--- config.mk ---
export PLATFORM = sky130hd
export DESIGN_NAME = frame_sync_guard
export DESIGN_NICKNAME = d
export VERILOG_FILES = /design/src/rtl/fsg_pkg.sv /design/src/rtl/fsg_thresholds.sv /design/src/rtl/fsg_frame_ctr.sv /design/src/rtl/fsg_ctrl.sv /design/src/rtl/frame_sync_guard.sv
export SDC_FILE = /design/constraint.sdc
export NUM_CORES = 1
export LEC_CHECK = 0
export BUFFER_PORTS_ARGS = -buffer_cell sky130_fd_sc_hd__buf_2
export CAP_MARGIN = 20
export CORE_MARGIN = 2
export CORE_UTILIZATION = 51
export CTS_CLUSTER_DIAMETER = 30
export DETAILED_ROUTE_END_ITERATION = 8
export PLACE_DENSITY = 0.71
export SETUP_SLACK_MARGIN = 0.15
export SYNTH_ARGS = -nofsm -noshare
export SYNTH_HDL_FRONTEND = slang
export SYNTH_SLANG_ARGS = --single-unit
--- constraint.sdc ---
create_clock -name clk -period 1.73 [get_ports clk]
set_clock_uncertainty 0.1 [all_clocks]
set_input_delay 0.346 -clock clk [delete_from_list [all_inputs] [get_ports clk]]
set_output_delay 0.346 -clock clk [all_outputs]
set_load 0.005 [all_outputs]
--- src/rtl/fsg_pkg.sv ---
package fsg_pkg;
    localparam int CODE_W    = 2;
    localparam int NUM_CODES = 4;

    localparam logic [3:0] ADDR_ACQ  = 4'h3;
    localparam logic [3:0] ADDR_LOSS = 4'h4;

    typedef enum logic [1:0] {
        ST_HUNT,
        ST_VERIFY,
        ST_LOCK,
        ST_HOLD
    } fsg_state_e;
endpackage

--- src/rtl/fsg_thresholds.sv ---
module fsg_thresholds #(
    parameter int                PROT_W   = 4,
    parameter int                ADDR_W   = 8,
    parameter logic [PROT_W-1:0] ACQ_RST  = 1,
    parameter logic [PROT_W-1:0] LOSS_RST = 7
) (
    input  logic              clk,
    input  logic              rst_n,
    input  logic              reg_wr,
    input  logic [ADDR_W-1:0] reg_addr,
    input  logic [PROT_W-1:0] reg_wdata,
    output logic [PROT_W-1:0] acq_thr,
    output logic [PROT_W-1:0] loss_thr
);
    import fsg_pkg::*;

    logic [3:0] sel;
    logic       unused_addr_hi;

    assign sel            = reg_addr[3:0];
    assign unused_addr_hi = ^reg_addr[ADDR_W-1:4];

    always_ff @(posedge clk or negedge rst_n) begin
        if (!rst_n) begin
            acq_thr  <= ACQ_RST;
            loss_thr <= LOSS_RST;
        end else if (reg_wr) begin
            if (sel == ADDR_ACQ)  acq_thr  <= reg_wdata;
            if (sel == ADDR_LOSS) loss_thr <= reg_wdata;
        end
    end
endmodule

--- src/rtl/fsg_frame_ctr.sv ---
module fsg_frame_ctr #(
    parameter int SLOT_LEN = 272
) (
    input  logic                      clk,
    input  logic                      rst_n,
    input  logic                      realign,
    input  logic [fsg_pkg::CODE_W-1:0] anchor_code,
    output logic [fsg_pkg::CODE_W-1:0] pos
);
    import fsg_pkg::*;

    generate
        if (SLOT_LEN == 1) begin : g_per_cycle
            always_ff @(posedge clk or negedge rst_n) begin
                if (!rst_n)       pos <= '0;
                else if (realign) pos <= anchor_code + CODE_W'(1);
                else              pos <= pos + CODE_W'(1);
            end
        end else begin : g_timed
            localparam int TW = $clog2(SLOT_LEN);
            logic [TW-1:0] tick;

            always_ff @(posedge clk or negedge rst_n) begin
                if (!rst_n) begin
                    tick <= '0;
                    pos  <= '0;
                end else if (realign) begin
                    tick <= TW'(1);
                    pos  <= anchor_code;
                end else if (tick == TW'(SLOT_LEN - 1)) begin
                    tick <= '0;
                    pos  <= pos + CODE_W'(1);
                end else begin
                    tick <= tick + TW'(1);
                end
            end
        end
    endgenerate
endmodule

--- src/rtl/fsg_ctrl.sv ---
module fsg_ctrl #(
    parameter int PROT_W = 4
) (
    input  logic                       clk,
    input  logic                       rst_n,
    input  logic                       code_vld,
    input  logic [fsg_pkg::CODE_W-1:0] code_id,
    input  logic [fsg_pkg::CODE_W-1:0] pos,
    input  logic [PROT_W-1:0]          acq_thr,
    input  logic [PROT_W-1:0]          loss_thr,
    output logic                       sync,
    output logic                       realign
);
    import fsg_pkg::*;

    localparam int CNT_W = PROT_W + 1;

    fsg_state_e state, state_nxt;
    logic [CNT_W-1:0] cnt, cnt_nxt;
    logic             hit;
    logic             acq_done, loss_done;

    assign hit       = (code_id == pos);
    assign acq_done  = (cnt >= {1'b0, acq_thr});
    assign loss_done = (cnt >= {1'b0, loss_thr});

    always_ff @(posedge clk or negedge rst_n) begin
        if (!rst_n) begin
            state <= ST_HUNT;
            cnt   <= '0;
        end else begin
            state <= state_nxt;
            cnt   <= cnt_nxt;
        end
    end

    always_comb begin
        state_nxt = state;
        cnt_nxt   = cnt;
        unique case (state)
            ST_HUNT: begin
                if (code_vld) begin
                    if (acq_thr == '0) begin
                        state_nxt = ST_LOCK;
                        cnt_nxt   = '0;
                    end else begin
                        state_nxt = ST_VERIFY;
                        cnt_nxt   = CNT_W'(1);
                    end
                end
            end
            ST_VERIFY: begin
                if (code_vld) begin
                    if (!hit) begin
                        cnt_nxt = CNT_W'(1);
                    end else if (acq_done) begin
                        state_nxt = ST_LOCK;
                        cnt_nxt   = '0;
                    end else begin
                        cnt_nxt = cnt + CNT_W'(1);
                    end
                end
            end
            ST_LOCK: begin
                if (code_vld && !hit) begin
                    if (loss_thr == '0) begin
                        state_nxt = ST_HUNT;
                        cnt_nxt   = '0;
                    end else begin
                        state_nxt = ST_HOLD;
                        cnt_nxt   = CNT_W'(1);
                    end
                end
            end
            ST_HOLD: begin
                if (code_vld) begin
                    if (hit) begin
                        state_nxt = ST_LOCK;
                        cnt_nxt   = '0;
                    end else if (loss_done) begin
                        state_nxt = ST_HUNT;
                        cnt_nxt   = '0;
                    end else begin
                        cnt_nxt = cnt + CNT_W'(1);
                    end
                end
            end
        endcase
    end

    always_comb begin
        sync    = (state == ST_LOCK) || (state == ST_HOLD);
        realign = code_vld &&
                  ((state == ST_HUNT) || ((state == ST_VERIFY) && !hit));
    end
endmodule

--- src/rtl/frame_sync_guard.sv ---
module frame_sync_guard #(
    parameter int SLOT_LEN       = 272,
    parameter int PROT_W         = 4,
    parameter int ADDR_W         = 8,
    parameter int ACQ_COUNT_DEF  = 2,
    parameter int LOSS_COUNT_DEF = 8
) (
    input  logic              clk,
    input  logic              rst_n,
    input  logic              code_vld,
    input  logic [1:0]        code_id,
    input  logic              reg_wr,
    input  logic [ADDR_W-1:0] reg_addr,
    input  logic [PROT_W-1:0] reg_wdata,
    output logic              sync_o,
    output logic [1:0]        frame_pos
);
    localparam logic [PROT_W-1:0] ACQ_RST  = PROT_W'(ACQ_COUNT_DEF - 1);
    localparam logic [PROT_W-1:0] LOSS_RST = PROT_W'(LOSS_COUNT_DEF - 1);

    logic [PROT_W-1:0] acq_thr;
    logic [PROT_W-1:0] loss_thr;
    logic              realign_w;

    fsg_thresholds #(
        .PROT_W  (PROT_W),
        .ADDR_W  (ADDR_W),
        .ACQ_RST (ACQ_RST),
        .LOSS_RST(LOSS_RST)
    ) u_thr (
        .clk      (clk),
        .rst_n    (rst_n),
        .reg_wr   (reg_wr),
        .reg_addr (reg_addr),
        .reg_wdata(reg_wdata),
        .acq_thr  (acq_thr),
        .loss_thr (loss_thr)
    );

    fsg_frame_ctr #(
        .SLOT_LEN(SLOT_LEN)
    ) u_pos (
        .clk        (clk),
        .rst_n      (rst_n),
        .realign    (realign_w),
        .anchor_code(code_id),
        .pos        (frame_pos)
    );

    fsg_ctrl #(
        .PROT_W(PROT_W)
    ) u_ctrl (
        .clk     (clk),
        .rst_n   (rst_n),
        .code_vld(code_vld),
        .code_id (code_id),
        .pos     (frame_pos),
        .acq_thr (acq_thr),
        .loss_thr(loss_thr),
        .sync    (sync_o),
        .realign (realign_w)
    );
endmodule

== Yosys cells after proc, flatten, opt, wreduce, memory -nomap -nowiden ==
Cells that the tools add are included.
W data, S select, Z words.
Cells by class
  eq/ne operators: 14
  order comparisons: 2
  $add $sub $neg: 3
  multiplexer cells: 26
  reductions and logical operators: 14
Operator list (count)
  $mux W5: 8
  $mux W2: 12
  $pmux W5 S4: 1
  $mux W9: 2
  $ge A5 B4 Y1: 2
  $add A9 B1 Y9 const B: 1
  $eq A9 B9 Y1 const B: 1
  $logic_not A4 Y1: 2
  $pmux W2 S4: 1
  $reduce_and A7 Y1: 1
  $ne A2 B1 Y1 const B: 3
  $ne A2 B2 Y1 const B: 3
  $add A5 B1 Y5 const B: 1
  $eq A2 B2 Y1 const B: 2
  $eq A4 B2 Y1 const B: 1
  $eq A4 B3 Y1 const B: 1
  $reduce_and A2 Y1: 2
  $reduce_and A4 Y1: 1
  $logic_and A1 B1 Y1: 3
  $ne A3 B1 Y1 const B: 1
  $add A2 B1 Y2 const B: 1
  $eq A2 B1 Y1 const B: 1
  $eq A2 B2 Y1: 1
  $logic_not A2 Y1: 1
  other kinds (4): 6
Word-level totals
  flip-flop bits (word level): 26
  input port bits: 18
  word-level logic and storage cells: 65
  output and inout bits: 3

== Longest topological paths before layout ==
Gate-level depths: netlist of the first run.
  depth after elaboration: 6
  mapped depth: 7
  gate-level depth less buffers: 7

== Modules after synthesis ==
A second synthesis of the first run with hierarchy kept.
Second synthesis, totals
  cell total of the unflattened synthesis: 165
  area total of the unflattened synthesis: 1647.8 um^2
Modules (own cells, without submodules)
  fsg_ctrl: area an instance 768.2 um^2, instances 1, seq. area each 175.2 um^2, cells an instance 88
  fsg_frame_ctr: area an instance 536.8 um^2, instances 1, seq. area each 275.3 um^2, cells an instance 57
  fsg_thresholds: area an instance 342.8 um^2, instances 1, seq. area each 205.2 um^2, cells an instance 20

== Worst setup path after synthesis of the first run ==
Ideal clock, no wire load.
  kind: register -> register
  start: reg u_thr.loss_thr[0]
  end: reg u_ctrl.cnt[2]
  library setup time: 101 ps
  data required time: 1529 ps
  clock period less this slack: 1824 ps
  stages on the path, launching flop included: 7
  setup slack: -94 ps
  data arrival time: 1623 ps
  path buffers: 0
  path through: dfstp_2 -> ha_1 -> nand2b_1 -> a211oi_1 -> o211a_2 -> nor2_2 -> o311ai_2
On the way
  word-level cells in the longest chain between the ends: 5
RTL lines
  start, declared: line fsg_thresholds.sv:13  | output logic [PROT_W-1:0] loss_thr
  start signal, assigned: line fsg_thresholds.sv:29  | if (sel == ADDR_LOSS) loss_thr <= reg_wdata;
  $ge A5 B4 Y1: line fsg_ctrl.sv:25  | assign loss_done = (cnt >= {1'b0, loss_thr});
  $mux W5: line fsg_ctrl.sv:80  | end else if (loss_done) begin
  $mux W5: line fsg_ctrl.sv:77  | if (hit) begin
  $mux W5: line fsg_ctrl.sv:76  | if (code_vld) begin
  $pmux W5 S4: line fsg_ctrl.sv:40  | unique case (state)
  end signal, assigned: line fsg_ctrl.sv:33  | cnt <= cnt_nxt;
  end, declared: line fsg_ctrl.sv:19  | logic [CNT_W-1:0] cnt, cnt_nxt;
Every way passes these cells. The select of a mux whose other input is x is not followed.
A chain may end at the register's enable or synchronous reset.

== Final worst setup path of the first run ==
  start: reg u_thr.loss_thr[0]
  end: reg u_ctrl.state[1]
On the way
  word-level cells in the longest chain between the ends: 4
  elaborated cells on any way between the ends: 7
  those cells by class: 1 x order compare; 1 x eq/ne; 3 x mux; 2 x reduce/logical
RTL lines
  branches (longest 4 deep; another with $ge A5 B4 Y1)
  end signal, assigned: line fsg_ctrl.sv:32  | state <= state_nxt;
  end, declared: line fsg_ctrl.sv:18  | fsg_state_e state, state_nxt;
Parallel ways; which one is timed is not known. The select of a mux whose other input is x is not followed.

==> results of run 1 <==
-- synthesized netlist by cell type (2+ instances only) --
cell type	number
a211oi_1	2
a31oi_1	4
ha_1	10
o211ai_1	3
nand3_1	4
xor2_1	3
a21oi_1	3
dfrtp_1	22
inv_1	12
nor2_2	6
clkbuf_1	2
nor2_1	6
mux2_2	5
dfstp_2	4
nand2b_1	3
and3_1	5
nor4_1	3
o31ai_2	2
o21ai_0	10
and2_4	2
xnor2_2	2
xnor2_1	6
nand2_1	16
-- layer usage --
| metal | wire length (microns) | GRT usage | vias to the layer above |
|---|---|---|---|
| li1 | - | - | 634 |
| met1 | 1616 | 0.2952 | 633 |
| met4 | 21 | 0.09206 | 0 |
| met2 | 1880 | 0.3773 | 23 |
| met5 | 0 | 0 | - |
| met3 | 97 | 0.02381 | 2 |
-- where the power goes --
group	internal (uW)	leakage (uW)	switching [uW]	total [uW]
registers	802	0.000323	175	977
clock network	234	0.0000279	189	423
logic	938	0.000577	870	1810
total	1970	0.000928	1230	3210
-- worst max-delay path: cells and delay by family (launching register included) --
| kind | cells | cell delay [ns] |
|---|---|---|
| AO/OA/AOI/OAI | 3 | 0.56 |
| adder cells (fa/ha/maj) | 1 | 0.19 |
| flip-flops | 1 | 0.58 |
| AND/OR/NAND/NOR | 2 | 0.34 |
-- cell type report --
cell class / count / area (sq um) / area share
Multi-Input combinational cell: 114 / 1030 / 0.4913
Sequential cell: 26 / 656.9 / 0.3134
Timing Repair Buffer: 41 / 270.3 / 0.1290
Inverter: 12 / 45.04 / 0.02149
Tap cell: 33 / 41.29 / 0.01970
Clock inverter: 1 / 30.03 / 0.01433
Clock buffer: 3 / 22.52 / 0.01075
-- worst max-delay path by stage --
stage,end,slack (ns)
after global routing,u_ctrl.state[1],-0.18
final,u_ctrl.state[1],-0.09
after global placement,u_ctrl.cnt[2],-0.05
after CTS,u_ctrl.cnt[2],-0.1
after detailed placement,u_ctrl.cnt[2],-0.07
after floorplan,u_ctrl.cnt[2],0.004
-- registers in the layout, indices dropped and copies added, names as in the netlist --
name / flops
u_thr.loss_thr: 4
u_ctrl.state: 2
u_ctrl.cnt: 5
u_pos.pos: 2
u_thr.acq_thr: 4
u_pos.g_timed.tick: 9
-- through the flow --
stage          cells  total power [uW]  utilization  hold slack (ns)
3_5_place_dp     216              2406       0.6225           0.2778
3_3_place_gp     216              2341       0.6225           0.2735
5_1_grt          230              3449       0.6979           0.1327
2_1_floorplan    155              1967            -         -0.04959
4_1_cts          226              3056       0.6754           0.1333
6_report         230              3209       0.6979           0.1261
-- kinds of logic (layout without fill, tap and decap cells) --
| kind of cell | count (synthesis) | in the layout | synth area share |
|---|---|---|---|
| fa+ha+maj | 10 | 10 | 0.07905 |
| flops | 26 | 26 | 0.4142 |
| simple gates | 55 | 55 | 0.2000 |
| compound gates | 33 | 33 | 0.1605 |
| mux | 5 | 5 | 0.03557 |
| buf+inv | 15 | 57 | 0.04032 |
| xor+xnor | 11 | 11 | 0.07036 |
-- repair_timing --
item                                    4_1_cts  5_1_grt
hold endpoints to repair                     22        0
endpoints found under the setup margin       14       15
hold buffers                                  1        0
pin swaps                                    12        9
buffers inserted                              5        4
resized for setup                            10        9
==> flow_summary.toml, run 1 <==
[floorplanning]
die_x_microns = 59.71
ioPinCount = 21
dieArea_sq_um = 3565
start_util = 0.5271
core_area_sq_um = 3003
row_count = 20
die_y_microns = 59.71

[global_route]
grt_pass1_vias = 1397
gr-total-overflow = 0
grt_usage = 0.2250
antenna_found_initial = 0
grt_max_degree = 27
grt_pass1_wl_mm = 6.106

[routing]
drc = 0
avgRoutedWirePerCell_microns = 15.72
drt.antenna.violating_nets = 0
dr.pass1.iters = 4
initialDrtViolationCount = 57
routed_wl_mm = 3.616
viasPerCell = 5.617
vias = 1292

[job]
drv_cap = 0

[run_status]
violations = "negative setup slack"
status = "finished, violations left"

[cts]
clk_pin_slew_ns = 0.15
cts-root-buf = "clkbuf_4"
clock_latency_ns = 0.33
tritoncts = "yes"
h-tree-depth = 1
cts_num_sinks = 26
cts-buffers-inserted = 3
cts_max_path_buffers = 2

[sta]
finalSetupTns_ns = -0.4755
min_period_ns = 1.823
hold_viol = 0
setup_violations = 7
max_slew_margin = 0.6095
clock.fmax_mhz = 548.6
final.period_utilization = 1.054
rsz0062_at_grt = "yes"
slew_violations = 0
worst_pin_slew_ns = 0.5858
setup_slack_ns = -0.09286

[critical_path]
reg2reg_slack_ns = -0.09
cp-startpoint = "u_thr.loss_thr[0]"
r2r_cells = 6
r2r_end = "u_ctrl.state[1]"
crit_slowest_cell = "dfstp_2"
cp_cell_sequence = "ha_4 -> nand2b_4 -> a211oi_4 -> o211ai_1 -> and2_4 -> a31oi_1"
critPathArrivalTime_ns = 1.99
slowest_delay_ns = 0.58
crit_fanout = 3
cp.required_ns = 1.90
crit_type = "reg2reg"
startpoint_type = "register"
end_kind = "register"
worstReg2RegStart = "u_thr.loss_thr[0]"

[place]
gp_congestion = 0.8948
post_dp_cell_area_sq_um = 1869
place_hpwl_mm = 2.660
port_buffers = 16
dp_slack_ns = -0.06822

[power_and_ir_drop]
p_per_area_nw_per_um2 = 1531
ir_worst_vdd_v = 0.0006511
p_leak_uw = 0.0009280

[hold_path]
hold_start = "reg_wdata[1]"
hold_class = "in2reg"
whs_endpoint = "u_thr.loss_thr[1]"
min_path_cells = 3

[logic_synthesis]
synthDominantCellAreaShare = 0.3478
synth_largest_area_cell = "dfrtp_1"
synth.distinct_cells = 43
ys_warn_count = 0
async_reset_ff_frac = 1.000
synth_edf_count = 0
synth.cell_area_sq_um = 1583
synthTopCellsByArea = "dfrtp_1 (35%), ha_1 (7.9%), dfstp_2 (6.6%)"
ys_seq_area_frac = 0.4142
synth_nets = 183
synth_ff_type = "dfrtp_1"
avgSynthCellArea_sq_um = 10.21
ys_ff_latch = 26
netlist_instances = 155

[layout]
layout_common_cells = "buf_4 (24), dfrtp_1 (21), buf_2 (16)"
diodes = 0
area_growth_pct = 32.41
drive_gt1_frac = 0.4873
final_nets = 226
layout_commonest_cell = "buf_4"
final_cell_area_sq_um = 2096
fillers = 232
No activity file was read; power rests on OpenSTA's default activity.
==> run 2, diff against run 1 <==
--- a/config.mk
+++ b/config.mk
@@ -8,11 +8,12 @@
 export BUFFER_PORTS_ARGS = -buffer_cell sky130_fd_sc_hd__buf_2
 export CAP_MARGIN = 20
 export CORE_MARGIN = 2
-export CORE_UTILIZATION = 51
+export CORE_UTILIZATION = 35
 export CTS_CLUSTER_DIAMETER = 30
 export DETAILED_ROUTE_END_ITERATION = 8
-export PLACE_DENSITY = 0.71
-export SETUP_SLACK_MARGIN = 0.15
+export PLACE_DENSITY = 0.51
+export SETUP_SLACK_MARGIN = 0.2
 export SYNTH_ARGS = -nofsm -noshare
 export SYNTH_HDL_FRONTEND = slang
 export SYNTH_SLANG_ARGS = --single-unit
+export TNS_END_PERCENT = 1
==> flow_summary.toml, run 2 (same netlist as run 1, synthesis figures left out) <==
[floorplanning]
dieArea_sq_um = 5076
row_count = 24
core_area_sq_um = 4354
ioPinCount = 21
die_y_microns = 71.25
start_util = 0.3635
die_x_microns = 71.25

[cts]
tritoncts = "yes"
clock_latency_ns = 0.27
clk_pin_slew_ns = 0.09
h-tree-depth = 1
cts_num_sinks = 26
cts_max_path_buffers = 2
cts-buffers-inserted = 3
cts-root-buf = "clkbuf_8"

[routing]
drc = 0
vias = 1278
viasPerCell = 5.216
dr.pass1.iters = 4
initialDrtViolationCount = 70
drt.antenna.violating_nets = 0
avgRoutedWirePerCell_microns = 14.78
routed_wl_mm = 3.622

[hold_path]
hold_start = "reg_wdata[2]"
min_path_cells = 3
hold_class = "in2reg"
whs_endpoint = "u_thr.loss_thr[2]"

[sta]
setup_violations = 7
max_slew_margin = 0.6057
setup_slack_ns = -0.1146
clock.fmax_mhz = 542.1
rsz0062_at_grt = "yes"
hold_viol = 0
worst_pin_slew_ns = 0.5915
holdWs_ns = 0.2130
min_period_ns = 1.845
slew_violations = 0
final.period_utilization = 1.066
finalSetupTns_ns = -0.5106

[critical_path]
r2r_end = "u_ctrl.cnt[2]"
startpoint_type = "register"
worstReg2RegStart = "u_thr.acq_thr[0]"
crit_slowest_cell = "dfstp_2"
slowest_delay_ns = 0.54
critPathArrivalTime_ns = 1.91
crit_family = "compound AO/OA/AOI/OAI gates"
reg2reg_slack_ns = -0.11
cp_cell_sequence = "ha_1 -> nand2b_1 -> a211oi_2 -> o21ba_2 -> nor2_4 -> o311ai_2"
crit_fanout = 4
end_kind = "register"
path_buf_inv = 0
r2r_cells = 6
cp.required_ns = 1.79
crit_type = "reg2reg"

[run_status]
violations = "negative setup slack"
status = "finished, violations left"

[layout]
layout_common_cells = "dfrtp_1 (22), buf_4 (19), buf_2 (16)"
area_growth_pct = 28.62
drive_gt1_frac = 0.4456
top_regs = "u_pos.g_timed.tick (9), u_ctrl.cnt (5)"
layout_commonest_cell = "dfrtp_1"
layoutNonFillerInstCount = 245
largest_reg_flops = 9
final_nets = 222
regMostFlops = "u_pos.g_timed.tick"
diodes = 0
fillers = 429
multi_input_area_sq_um = 980.9
register_area_sq_um = 655.6
final_cell_area_sq_um = 2036

[power_and_ir_drop]
power.total_uw = 2894
p_leak_uw = 0.0008997
p_per_area_nw_per_um2 = 1422
ir_worst_vdd_v = 0.0004455

[global_route]
grt_pass1_wl_mm = 6.030
antenna_found_initial = 0
grt_usage = 0.1505
gr-total-overflow = 0
grt_max_degree = 27
grt_pass1_vias = 1300

[place]
post_dp_cell_area_sq_um = 1901
dpl.cell_count = 240
port_buffers = 16
place_hpwl_mm = 2.771
gp_congestion = 0.7741

[job]
drv_cap = 0
==> run 2: changes by cell type in the layout (fill, tap and decap cells not counted), moves of 3 or more <==
cell,previous run,this run
buf_4,24,19
clkbuf_4,3,0
clkbuf_8,0,3
xnor2_2,1,4
==> run 2: power by group <==
group / switching [uW] / internal [uW]
combinational: 782 / 795
sequential: 165 / 801
clock: 186 / 165
total: 1130 / 1760
==> run 2: worst reg2reg max path, stage by stage (launching register included) <==
cell	delay, ns
dfstp_2	0.54
ha_1	0.22
nand2b_1	0.15
a211oi_2	0.21
o21ba_2	0.22
nor2_4	0.07
o311ai_2	0.23
==> run 2: worst max-delay path by stage <==
stage | startpoint | to | slack (ns) | cells after the start
2_1_floorplan | u_thr.loss_thr[1] | u_ctrl.cnt[2] | -0.005 | 6
3_3_place_gp | u_thr.loss_thr[1] | u_ctrl.cnt[2] | -0.09 | 6
3_5_place_dp | u_thr.loss_thr[2] | u_ctrl.cnt[2] | -0.14 | 6
4_1_cts | u_thr.loss_thr[0] | u_ctrl.cnt[2] | -0.13 | 6
5_1_grt | u_thr.acq_thr[0] | u_ctrl.cnt[2] | -0.17 | 6
6_report | u_thr.acq_thr[0] | u_ctrl.cnt[2] | -0.11 | 6
==> run 2: area by class of cell <==
type,count,area share
sequential,26,0.3221
tap,52,0.03196
timing repair buffer,37,0.1199
clock buffer,4,0.02213
multi-input combinational,114,0.4819
inverter,12,0.02213
==> run 2: layer usage <==
metal,up-vias,part of all wire,track usage,routed length [microns]
met2,15,0.51,0.2479,1832
li1,629,-,-,-
met1,630,0.47,0.2054,1689
met3,4,0.020,0.02250,73
met4,0,0.0075,0.04612,27
met5,-,0,0,0
==> run 2: what timing repair did <==
item / 4_1_cts / 5_1_grt
setup buffers: 0 / 0
gates resized for setup: 13 / 5
pin swaps: 9 / 17
gates cloned: 0 / 0
hold buffers: 1 / 0
endpoints found under the setup margin: 15 / 15
endpoints found under the hold margin: 15 / 0
==> run 2: through the flow <==
step	setup WS (ns)	utilization
after floorplan	-0.005284	-
after global routing	-0.1728	0.4675
after detailed placement	-0.1367	0.4365
after global placement	-0.08700	0.4365
after CTS	-0.1252	0.4612
final	-0.1146	0.4675
==> run 3, diff against run 2 <==
--- a/config.mk
+++ b/config.mk
@@ -11,7 +11,7 @@
 export CORE_UTILIZATION = 35
 export CTS_CLUSTER_DIAMETER = 30
 export DETAILED_ROUTE_END_ITERATION = 8
-export PLACE_DENSITY = 0.51
+export PLACE_DENSITY = 0.57
 export SETUP_SLACK_MARGIN = 0.2
 export SYNTH_ARGS = -nofsm -noshare
 export SYNTH_HDL_FRONTEND = slang
==> flow_summary.toml, run 3 (same netlist as run 1, synthesis figures left out) <==
[layout]
drive_gt1_frac = 0.4656
regMostFlops = "u_pos.g_timed.tick"
post-route-util = 0.4764
area_growth_pct = 31.07
layout_common_cells = "dfrtp_1 (21), buf_2 (16), buf_4 (16)"
layout_commonest_cell = "dfrtp_1"
layoutNonFillerInstCount = 241
diodes = 0
final_cell_area_sq_um = 2074
largest_reg_flops = 9
final_nets = 218
fillers = 389
top_regs = "u_pos.g_timed.tick (9), u_ctrl.cnt (5)"

[critical_path]
crit_fanout = 4
crit_family = "compound AO/OA/AOI/OAI gates"
cp.required_ns = 1.82
path_buf_inv = 1
crit_type = "reg2reg"
cp_cell_sequence = "inv_2 -> ha_4 -> nand2b_4 -> a211oi_4 -> o21ba_4 -> nor2_4 -> o311ai_2"
reg2reg_slack_ns = -0.13
critPathArrivalTime_ns = 1.95
crit_slowest_cell = "dfrtp_1"
slowest_delay_ns = 0.41
end_kind = "register"
startpoint_type = "register"

[global_route]
gr-total-overflow = 0
antenna_found_initial = 0
grt_pass1_vias = 1367
grt_pass1_wl_mm = 6.182
grt_usage = 0.1527
grt_max_degree = 27

[cts]
cts-buffers-inserted = 3
cts_max_path_buffers = 2
clk_pin_slew_ns = 0.10
h-tree-depth = 1
clock_latency_ns = 0.28
postCtsSetupBuffers = 0
cts-root-buf = "clkbuf_8"
tritoncts = "yes"
cts_num_sinks = 26

[sta]
setup_slack_ns = -0.1340
setup_violations = 7
slew_violations = 0
hold_viol = 0
min_period_ns = 1.864
final.period_utilization = 1.077
worst_pin_slew_ns = 0.6029
clock.fmax_mhz = 536.5
max_slew_margin = 0.5981
rsz0062_at_grt = "yes"

[power_and_ir_drop]
comb_power_share = 0.560
p_int_uw = 1851
p_per_area_nw_per_um2 = 1477
p_sw_uw = 1214
clkPwrFrac = 0.118
p_leak_uw = 0.0008920
ir_worst_vdd_v = 0.0005594
p_seq_frac = 0.322
sw_frac_of_total = 0.3961

[routing]
initialDrtViolationCount = 112
routed_wl_mm = 3.523
drt.antenna.violating_nets = 0
viasPerCell = 5.270
drc = 0
dr.pass1.iters = 4
avgRoutedWirePerCell_microns = 14.62
vias = 1270

[floorplanning]
ioPinCount = 21
row_count = 24
die_x_microns = 71.25
dieArea_sq_um = 5076
core_area_sq_um = 4354
start_util = 0.3635
die_y_microns = 71.25

[hold_path]
hold_class = "in2reg"

[run_status]
status = "finished, violations left"
violations = "negative setup slack"

[job]
drv_cap = 0

[place]
gp_congestion = 0.8734
port_buffers = 16
dpl.cell_count = 236
place_hpwl_mm = 2.629
dp_slack_ns = -0.1625
post_dp_cell_area_sq_um = 1871
[run 3: cell count changes in the layout (fill, tap and decap cells not counted), moves of 2 or more]
| cell | before | now |
|---|---|---|
| buf_4 | 19 | 16 |
| o21ai_1 | 4 | 1 |
| o21ai_2 | 1 | 3 |
| xnor2_2 | 4 | 2 |
[run 3: cell type report]
class,count,area [sq um],area share
flip-flops and latches,26,656.9,0.3166
clock buffers,4,45.04,0.02171
inverters,12,45.04,0.02171
well taps,52,65.06,0.03136
repair buffers,33,210.2,0.1013
multi-input cells,114,1052,0.5072
[run 3: per-stage QoR]
stage           TNS [ns]  power [uW]  hold WS, ns
2_1_floorplan  -0.005284        1922     -0.04959
4_1_cts          -0.7824        2879       0.1959
6_report         -0.5130        3065       0.2054
3_3_place_gp     -0.5591        2345       0.2829
5_1_grt           -1.091        3313       0.2033
3_5_place_dp     -0.8725        2405       0.2868
[run 3: path summary, 6_finish.rpt]
| path | start | to | depth (start not counted) |
|---|---|---|---|
| max | u_ctrl.cnt[0] | u_ctrl.cnt[2] | 7 |
| min | reg_wdata[2] | u_thr.loss_thr[2] | 3 |
| max reg2reg | u_ctrl.cnt[0] | u_ctrl.cnt[2] | 7 |
| min reg2reg | u_thr.acq_thr[1] | u_thr.acq_thr[1] | 1 |
| max in group asynchronous | rst_n | u_ctrl.cnt[3] | 2 |
| min in group asynchronous | rst_n | u_ctrl.cnt[3] | 2 |
[run 3: power groups by stage]
stage	registers [uW]	logic, uW	clock network, uW
after floorplan	976	947	0
after global placement	960	1390	0
after detailed placement	971	1430	0
after CTS	964	1540	376
after global routing	1020	1900	402
final	986	1720	362
[run 3: worst min-delay path, delay by kind of cell]
kind	cells	cell delay [ns]
AOI/OAI and AO/OA	1	0.07
and+or+nand+nor	1	0.05
buffers and inverters	1	0.10
[run 3: metal layers]
metal | track usage | vias to the layer above | routed length (microns)
met1 | 0.2002 | 613 | 1584
met4 | 0.04403 | 0 | 36
met2 | 0.2572 | 33 | 1749
met3 | 0.02954 | 6 | 154
li1 | - | 618 | -
met5 | 0 | - | 0
[run 3: repair_timing]
item                                    4_1_cts  5_1_grt
pin swaps                                    17       14
hold endpoints to repair                     22        0
gates resized for setup                      12       15
endpoints found under the setup margin       15       15
cloned                                        0        0
hold buffers                                  1        0
